### config.mk
export PLATFORM = sky130hd
export DESIGN_NAME = pci_cfg_seq
export DESIGN_NICKNAME = d
export VERILOG_FILES = /design/src/rtl/pci_cfg_pkg.sv /design/src/rtl/pci_cfg_addr.sv /design/src/rtl/pci_cfg_fsm.sv /design/src/rtl/pci_cfg_rsp.sv /design/src/rtl/pci_cfg_seq.sv
export SDC_FILE = /design/constraint.sdc
export NUM_CORES = 1
export LEC_CHECK = 0
export BUFFER_PORTS_ARGS = -buffer_cell sky130_fd_sc_hd__buf_2
export CELL_PAD_IN_SITES_DETAIL_PLACEMENT = 1
export CELL_PAD_IN_SITES_GLOBAL_PLACEMENT = 2
export CORE_ASPECT_RATIO = 0.75
export CORE_MARGIN = 2
export CORE_UTILIZATION = 23
export CTS_CLUSTER_DIAMETER = 200
export CTS_CLUSTER_SIZE = 28
export DETAILED_ROUTE_END_ITERATION = 7
export HOLD_SLACK_MARGIN = 0.12
export PLACE_DENSITY = 0.69
export SYNTH_ARGS = -nofsm -noshare
export SYNTH_HDL_FRONTEND = slang
export SYNTH_SLANG_ARGS = --single-unit
### constraint.sdc
create_clock -name clk_i -period 2.2 [get_ports clk_i]
set_input_delay 0.33 -clock clk_i [delete_from_list [all_inputs] [get_ports clk_i]]
set_output_delay 0.33 -clock clk_i [all_outputs]
set_load 0.01 [all_outputs]
### src/rtl/pci_cfg_pkg.sv
package pci_cfg_pkg;
  localparam int ADDR_W = 32;
  localparam int DATA_W = 32;
  localparam int OFF_W  = 8;
  localparam int MAP_W  = 12;
  localparam int SEL_W  = 5;
  localparam int REV_W  = 3;
  localparam int TAG_HI = 23;
  localparam int TAG_LO = 8;

  localparam logic [2:0] MAP_CFG_CODE = 3'b101;
  localparam logic [1:0] ABORT_ALL    = 2'b11;

  typedef enum logic [REV_W-1:0] {
    REV_A  = 3'd0,
    REV_B0 = 3'd1,
    REV_B1 = 3'd2,
    REV_B2 = 3'd3,
    REV_C0 = 3'd4
  } rev_e;

  typedef enum logic [2:0] {
    ST_IDLE,
    ST_MAP,
    ST_CLR,
    ST_ACC,
    ST_CHK,
    ST_DRAIN,
    ST_DONE
  } seq_st_e;
endpackage

### src/rtl/pci_cfg_addr.sv
module pci_cfg_addr
  import pci_cfg_pkg::*;
#(
  parameter int ADDR_W = pci_cfg_pkg::ADDR_W,
  parameter int OFF_W  = pci_cfg_pkg::OFF_W,
  parameter int SEL_W  = pci_cfg_pkg::SEL_W,
  parameter int REV_W  = pci_cfg_pkg::REV_W
) (
  input  logic [TAG_HI:TAG_LO] tag_i,
  input  logic [OFF_W-1:0]     off_i,
  input  logic [SEL_W-1:0]     sel_base_i,
  input  logic [REV_W-1:0]     rev_i,
  output logic [ADDR_W-1:0]    addr_o,
  output logic                 adlow_o,
  output logic                 reject_o
);
  localparam logic [SEL_W:0] LAST_POS = (SEL_W+1)'(ADDR_W - 1);

  logic [7:0]       bus;
  logic [4:0]       dev;
  logic [2:0]       fn;
  logic [OFF_W-1:0] off_al;
  logic [SEL_W:0]   sel_pos;

  assign bus     = tag_i[23:16];
  assign dev     = tag_i[15:11];
  assign fn      = tag_i[10:8];
  assign off_al  = {off_i[OFF_W-1:2], 2'b00};
  assign sel_pos = (SEL_W+1)'(dev) + (SEL_W+1)'(sel_base_i);

  always_comb begin
    addr_o   = '0;
    adlow_o  = 1'b0;
    reject_o = 1'b0;
    if (bus == 8'd0) begin
      if (sel_pos > LAST_POS) begin
        reject_o = 1'b1;
      end else begin
        addr_o = (ADDR_W'(1) << sel_pos) | (ADDR_W'(fn) << 8) | ADDR_W'(off_al);
      end
    end else if (rev_i >= REV_C0) begin
      addr_o  = (ADDR_W'(tag_i) << TAG_LO) | ADDR_W'(off_al);
      adlow_o = 1'b1;
    end else begin
      reject_o = 1'b1;
    end
  end
endmodule

### src/rtl/pci_cfg_fsm.sv
module pci_cfg_fsm
  import pci_cfg_pkg::*;
(
  input  logic       clk_i,
  input  logic       rst_ni,
  input  logic       start_i,
  input  logic       reject_i,
  input  logic       write_i,
  input  logic       win_ack_i,
  input  logic [1:0] abort_i,
  input  logic       fifo_busy_i,
  output logic       ready_o,
  output logic       map_wr_o,
  output logic       stat_clr_o,
  output logic [1:0] stat_clr_mask_o,
  output logic       win_req_o,
  output logic       cap_o,
  output logic       abort_hit_o,
  output logic       done_o
);
  seq_st_e st_q, st_d;

  always_ff @(posedge clk_i or negedge rst_ni) begin
    if (!rst_ni) st_q <= ST_IDLE;
    else         st_q <= st_d;
  end

  always_comb begin
    st_d = st_q;
    unique case (st_q)
      ST_IDLE:  if (start_i) st_d = reject_i ? ST_DONE : ST_MAP;
      ST_MAP:   st_d = ST_CLR;
      ST_CLR:   st_d = ST_ACC;
      ST_ACC:   if (win_ack_i) st_d = write_i ? ST_DRAIN : ST_CHK;
      ST_CHK:   st_d = ST_DONE;
      ST_DRAIN: if (!fifo_busy_i) st_d = ST_DONE;
      ST_DONE:  st_d = ST_IDLE;
      default:  st_d = ST_IDLE;
    endcase
  end

  always_comb begin
    ready_o         = (st_q == ST_IDLE);
    map_wr_o        = (st_q == ST_MAP);
    win_req_o       = (st_q == ST_ACC);
    done_o          = (st_q == ST_DONE);
    cap_o           = (st_q == ST_ACC) && win_ack_i && !write_i;
    abort_hit_o     = (st_q == ST_CHK) && (abort_i != 2'b00);
    stat_clr_o      = 1'b0;
    stat_clr_mask_o = 2'b00;
    if (st_q == ST_CLR) begin
      stat_clr_o      = 1'b1;
      stat_clr_mask_o = ABORT_ALL;
    end else if (abort_hit_o) begin
      stat_clr_o      = 1'b1;
      stat_clr_mask_o = abort_i;
    end
  end
endmodule

### src/rtl/pci_cfg_rsp.sv
module pci_cfg_rsp #(
  parameter int DATA_W = pci_cfg_pkg::DATA_W
) (
  input  logic              clk_i,
  input  logic              rst_ni,
  input  logic              start_i,
  input  logic              reject_i,
  input  logic              write_i,
  input  logic              cap_i,
  input  logic [DATA_W-1:0] cap_data_i,
  input  logic              abort_hit_i,
  output logic [DATA_W-1:0] rdata_o,
  output logic              err_o
);
  always_ff @(posedge clk_i or negedge rst_ni) begin
    if (!rst_ni) begin
      rdata_o <= '0;
      err_o   <= 1'b0;
    end else if (start_i) begin
      rdata_o <= reject_i ? '1 : '0;
      err_o   <= reject_i & write_i;
    end else begin
      if (cap_i)       rdata_o <= cap_data_i;
      if (abort_hit_i) rdata_o <= '1;
    end
  end
endmodule

### src/rtl/pci_cfg_seq.sv
module pci_cfg_seq
  import pci_cfg_pkg::*;
#(
  parameter int ADDR_W = pci_cfg_pkg::ADDR_W,
  parameter int DATA_W = pci_cfg_pkg::DATA_W,
  parameter int OFF_W  = pci_cfg_pkg::OFF_W,
  parameter int MAP_W  = pci_cfg_pkg::MAP_W,
  parameter int SEL_W  = pci_cfg_pkg::SEL_W,
  parameter int REV_W  = pci_cfg_pkg::REV_W,
  localparam int WOFF_W = ADDR_W - MAP_W
) (
  input  logic                 clk_i,
  input  logic                 rst_ni,
  input  logic                 req_valid_i,
  output logic                 req_ready_o,
  input  logic                 req_write_i,
  input  logic [TAG_HI:TAG_LO] req_tag_i,
  input  logic [OFF_W-1:0]     req_offset_i,
  input  logic [DATA_W-1:0]    req_wdata_i,
  input  logic [SEL_W-1:0]     sel_base_i,
  input  logic [REV_W-1:0]     rev_i,
  output logic                 rsp_done_o,
  output logic [DATA_W-1:0]    rsp_rdata_o,
  output logic                 rsp_err_o,
  output logic                 map_wr_o,
  output logic [MAP_W-1:0]     map_adr_o,
  output logic                 map_adlow_o,
  output logic [2:0]           map_type_o,
  output logic                 stat_clr_o,
  output logic [1:0]           stat_clr_mask_o,
  input  logic [1:0]           stat_abort_i,
  output logic                 win_req_o,
  output logic                 win_we_o,
  output logic [WOFF_W-1:0]    win_off_o,
  output logic [DATA_W-1:0]    win_wdata_o,
  input  logic [DATA_W-1:0]    win_rdata_i,
  input  logic                 win_ack_i,
  input  logic                 fifo_busy_i
);
  logic [ADDR_W-1:0] dec_addr, addr_q;
  logic              dec_adlow, dec_reject, adlow_q, write_q;
  logic [DATA_W-1:0] wdata_q;
  logic              start, cap, abort_hit;

  assign start = req_valid_i & req_ready_o;

  pci_cfg_addr #(
    .ADDR_W(ADDR_W), .OFF_W(OFF_W), .SEL_W(SEL_W), .REV_W(REV_W)
  ) u_addr (
    .tag_i      (req_tag_i),
    .off_i      (req_offset_i),
    .sel_base_i (sel_base_i),
    .rev_i      (rev_i),
    .addr_o     (dec_addr),
    .adlow_o    (dec_adlow),
    .reject_o   (dec_reject)
  );

  always_ff @(posedge clk_i or negedge rst_ni) begin
    if (!rst_ni) begin
      addr_q  <= '0;
      adlow_q <= 1'b0;
      write_q <= 1'b0;
      wdata_q <= '0;
    end else if (start) begin
      addr_q  <= dec_addr;
      adlow_q <= dec_adlow;
      write_q <= req_write_i;
      wdata_q <= req_wdata_i;
    end
  end

  pci_cfg_fsm u_fsm (
    .clk_i           (clk_i),
    .rst_ni          (rst_ni),
    .start_i         (start),
    .reject_i        (dec_reject),
    .write_i         (write_q),
    .win_ack_i       (win_ack_i),
    .abort_i         (stat_abort_i),
    .fifo_busy_i     (fifo_busy_i),
    .ready_o         (req_ready_o),
    .map_wr_o        (map_wr_o),
    .stat_clr_o      (stat_clr_o),
    .stat_clr_mask_o (stat_clr_mask_o),
    .win_req_o       (win_req_o),
    .cap_o           (cap),
    .abort_hit_o     (abort_hit),
    .done_o          (rsp_done_o)
  );

  pci_cfg_rsp #(.DATA_W(DATA_W)) u_rsp (
    .clk_i       (clk_i),
    .rst_ni      (rst_ni),
    .start_i     (start),
    .reject_i    (dec_reject),
    .write_i     (req_write_i),
    .cap_i       (cap),
    .cap_data_i  (win_rdata_i),
    .abort_hit_i (abort_hit),
    .rdata_o     (rsp_rdata_o),
    .err_o       (rsp_err_o)
  );

  assign map_adr_o   = addr_q[ADDR_W-1 -: MAP_W];
  assign map_adlow_o = adlow_q;
  assign map_type_o  = MAP_CFG_CODE;
  assign win_off_o   = addr_q[WOFF_W-1:0];
  assign win_we_o    = write_q;
  assign win_wdata_o = wdata_q;
endmodule

==> results by group <==
Status
  • Status: finished, final reports clean

Min path
  • Worst Hold Class: input port to register

STA
  • Maximum frequency from static timing analysis: 461.6 MHz
  • Final hold violation count: 0
  • Unrepaired setup endpoints after global routing: true
  • Worst clock skew on the final layout: 9.323 ps
  • Setup violations, final: 0
  • Actual transition at the worst max-transition pin: 624.8 ps
  • Remaining max-slew budget at the tightest pin: 58.35%
  • Final number of max-transition violations: 0
  • Share of the cycle needed by the critical path after routing: 98.47%
  • Min Tclk post-route: 2166 ps

Global routing
  • Sum of overflow across all layers after global routing: 0
  • Gr usage total: 15.37%
  • Pin count of the biggest net entering global routing: 65
  • Via count of the first global-routing pass: 4803
  • Wire length of the first global-routing pass: 26280 µm
  • Antenna violations before repair: 2

Worst setup path
  • Sort of element at the end of the critical path: register
  • Start-to-end type of the worst setup path: register to register
  • Ordered cell list for the critical path: or4b_4 > nor2_2 > or4b_4 > o21ai_4 > bufbuf_16 > o31ai_1
  • Most frequent CP cell: sky130_fd_sc_hd__or4b_4
  • Maximum net fanout on the critical path: 8
  • Slowest Stage Delay on Critical Path: 570 ps
  • Combined buffer and inverter count along the critical path: 1
  • Worst path required time: 2420 ps
  • Cell type group with the largest total delay on the critical path: simple AND/OR/NAND/NOR gates
  • Critical path arrival: 2390 ps
  • Startpoint type of the worst setup path: register
  • Worst-case register-to-register setup slack: 30 ps
  • CP max stage cell: sky130_fd_sc_hd__or4b_4

CTS
  • # H-tree levels: 3
  • Num CTS Buffers: 9
  • Number of sinks handled by clock tree synthesis: 102
  • Skew-Pair Late Insertion Delay: 350 ps
  • TritonCTS clock tree: yes
  • Clock slew at the register clock pins of the worst setup and hold paths: 70 ps
  • Worst-case clock buffer depth: 2
  • Cell chosen for the clock root: sky130_fd_sc_hd__clkbuf_16

Synthesis
  • Synth unique cells: 49
  • Total standard cell area after synthesis: 4792 µm²
  • Cells after Synth: 529
  • Synthesis-stage register bit count: 102
  • Sequential area share after synthesis: 53.26%
  • Synth Area per Inst: 9.059 µm²
  • Synth top area cells: sky130_fd_sc_hd__dfrtp_1, sky130_fd_sc_hd__nand2_1, sky130_fd_sc_hd__o31ai_1, sky130_fd_sc_hd__nor2_1, sky130_fd_sc_hd__o21ai_0
  • Count of flip-flops with a built-in enable after synthesis: 0
  • Share of async-settable or async-resettable flops after synthesis: 100.0%
  • Post-synthesis cell type with the largest combined area: sky130_fd_sc_hd__dfrtp_1
  • Warning count from the yosys run: 0
  • Share of Yosys cell area claimed by the top area cell type: 53.26%
  • Main flop type after synthesis: sky130_fd_sc_hd__dfrtp_1

Power
  • Leakage: 0.003513 µW
  • Highest ir drop seen on vdd: 0.0003998 V
  • PwrDens: 1240 nW/µm²
  • Tot Pwr: 8428 µW

Floorplanning
  • Initial cell density of the core: 23.58%
  • Die Y: 129.0 µm
  • Number of core rows: 45
  • # IOs: 213
  • Die Span X: 170.7 µm
  • Core ar.: 20330 µm²
  • Die footprint: 22020 µm²

Detailed routing
  • Routed length per placed instance: 16.15 µm
  • Number of nets with antenna violations after routing: 0
  • Drc violations: 0
  • DR vias: 4667
  • Number of iterations in the first detailed-routing pass: 4
  • Initial detailed-routing violation count: 274
  • Final WL: 16820 µm
  • Via density per instance: 4.479

Place
  • Port Buffers: 205
  • RD Place Congestion: 0.8233
  • Post-detailed-placement half-perimeter wirelength: 12630 µm

Cells and area
  • Layout cells sized above 1: 37.29%
  • Post-synthesis to final-layout area growth: 41.78%
  • Total Nets Final: 865
  • Final cell utilization of the core: 33.43%
  • Filler Cell Count: 2436

Run
  • Max-cap check violation count: 0
-- cells in the mapped netlist, types with 2 or more instances --
cell / count
sky130_fd_sc_hd__o31ai_1: 27
sky130_fd_sc_hd__a41oi_1: 2
sky130_fd_sc_hd__o31ai_2: 10
sky130_fd_sc_hd__a21oi_1: 14
sky130_fd_sc_hd__xor2_1: 3
sky130_fd_sc_hd__o21ai_1: 2
sky130_fd_sc_hd__nor3_1: 4
sky130_fd_sc_hd__nand3_1: 4
sky130_fd_sc_hd__a2bb2oi_1: 4
sky130_fd_sc_hd__or3_1: 2
sky130_fd_sc_hd__dfrtp_1: 102
sky130_fd_sc_hd__o21ai_0: 28
sky130_fd_sc_hd__o21bai_1: 2
sky130_fd_sc_hd__clkbuf_1: 27
sky130_fd_sc_hd__conb_1: 2
sky130_fd_sc_hd__a22oi_1: 6
sky130_fd_sc_hd__inv_1: 2
sky130_fd_sc_hd__buf_4: 3
sky130_fd_sc_hd__nor2_1: 47
sky130_fd_sc_hd__nand2b_1: 4
sky130_fd_sc_hd__nand4_1: 2
sky130_fd_sc_hd__nand2_1: 172
sky130_fd_sc_hd__nor4_1: 3
sky130_fd_sc_hd__and2_1: 4
sky130_fd_sc_hd__buf_6: 3
sky130_fd_sc_hd__and3_1: 9
sky130_fd_sc_hd__nor2b_1: 3
sky130_fd_sc_hd__ha_1: 6
sky130_fd_sc_hd__xnor2_1: 4
sky130_fd_sc_hd__a21o_1: 2
sky130_fd_sc_hd__a31oi_1: 8
-- power by group --
group	switching, µW	total, µW	internal (µW)	leakage (µW)
sequential	406	3040	2640	0.00130
clock	739	1540	805	0.000136
combinational	2270	3840	1570	0.00208
-- final cells by class --
| cell class | count | area (µm²) | area share, % |
|---|---|---|---|
| clock buffer | 10 | 239.0 | 3.517 |
| sequential | 102 | 2552 | 37.57 |
| timing repair buffer | 249 | 1494 | 21.99 |
| clock inverter | 5 | 42.54 | 0.6262 |
| antenna | 1 | 2.502 | 0.03683 |
| inverter | 2 | 7.507 | 0.1105 |
| tap | 282 | 352.8 | 5.193 |
| multi-input combinational | 391 | 2103 | 30.96 |
-- tightest hold or removal path: stages --
cell                      delay (ps)
sky130_fd_sc_hd__buf_2            70
sky130_fd_sc_hd__nand2_1          40
sky130_fd_sc_hd__nand2_1          40
-- placed cells by master, fill, tap and decap left out, types with 6 or more instances in the layout --
master | synthesis | routed
sky130_fd_sc_hd__a22oi_1 | 6 | 6
sky130_fd_sc_hd__nor2_1 | 47 | 46
sky130_fd_sc_hd__and3_1 | 9 | 9
sky130_fd_sc_hd__dfrtp_1 | 102 | 102
sky130_fd_sc_hd__nand2_1 | 172 | 172
sky130_fd_sc_hd__o31ai_2 | 10 | 10
sky130_fd_sc_hd__buf_2 | 1 | 204
sky130_fd_sc_hd__buf_4 | 3 | 35
sky130_fd_sc_hd__ha_1 | 6 | 6
sky130_fd_sc_hd__o21ai_0 | 28 | 28
sky130_fd_sc_hd__a31oi_1 | 8 | 8
sky130_fd_sc_hd__a21oi_1 | 14 | 14
sky130_fd_sc_hd__o31ai_1 | 27 | 27
sky130_fd_sc_hd__clkbuf_16 | 0 | 10
-- flip-flops by register name, summed over array words and instances, names as in the netlist --
| signal | cells |
|---|---|
| win_wdata_o | 32 |
| u_fsm.st_q | 3 |
| u_rsp.err_o | 1 |
| win_we_o | 1 |
| addr_q | 32 |
| u_rsp.rdata_o | 32 |
| map_adlow_o | 1 |
-- per-stage QoR --
stage | worst slack [ps] | setup TNS, ps | area (µm²) | hold WS [ps] | cells
2_1_floorplan | 55.40 | 0 | 4796 | 34.41 | 530
3_3_place_gp | -86.44 | -382.6 | 6375 | 385.9 | 1021
3_5_place_dp | -144.3 | -722.0 | 6375 | 398.0 | 1021
4_1_cts | 27.03 | 0 | 6766 | 150.4 | 1040
5_1_grt | -25.25 | -219.7 | 6792 | 162.3 | 1041
6_report | 33.69 | 0 | 6794 | 170.1 | 1042
-- repair_timing --
item	4_1_cts	5_1_grt
setup buffers	1	0
pin swaps	0	1
hold endpoints to repair	43	0
resized for setup	5	0
hold buffers	1	0
gates cloned	2	1
setup endpoints to repair	38	19
-- cells by family (layout without fill, tap and decap cells) --
family | count (synthesis) | in the layout | share of synthesized area [%]
AND/OR/NAND/NOR | 261 | 261 | 23.03
AO/OA/AOI/OAI | 114 | 114 | 17.08
flip-flops | 102 | 102 | 53.26
buffers and inverters | 37 | 266 | 3.629
XOR/XNOR | 7 | 7 | 1.279
adder cells (fa/ha/maj) | 6 | 6 | 1.567
other | 2 | 4 | 0.1567
-- final timing paths --
kind / cells after the start / startpoint / endpoint
max in group asynchronous: 3 / rst_ni / u_rsp.rdata_o[1]$_DFFE_PN0P_
max: 6 / u_fsm.st_q[1]$_DFFE_PN0P_ / u_rsp.rdata_o[5]$_DFFE_PN0P_
min reg2reg: 2 / win_wdata_o[26]$_DFFE_PN0P_ / win_wdata_o[26]$_DFFE_PN0P_
min: 3 / req_wdata_i[6] / win_wdata_o[6]$_DFFE_PN0P_
max reg2reg: 6 / u_fsm.st_q[1]$_DFFE_PN0P_ / u_rsp.rdata_o[5]$_DFFE_PN0P_
min in group asynchronous: 2 / rst_ni / addr_q[10]$_DFFE_PN0P_
-- layer usage --
metal  GRT usage [%]  vias to the layer above  part of all wire, %
met5               0                        -                0.077
met4           3.922                        2                 0.99
met3           3.999                       13                  6.4
met2           24.65                      114                   46
met1           20.73                     2291                   46
li1                -                     2247                    -
Note: power is estimated with default switching activity, not from simulation.
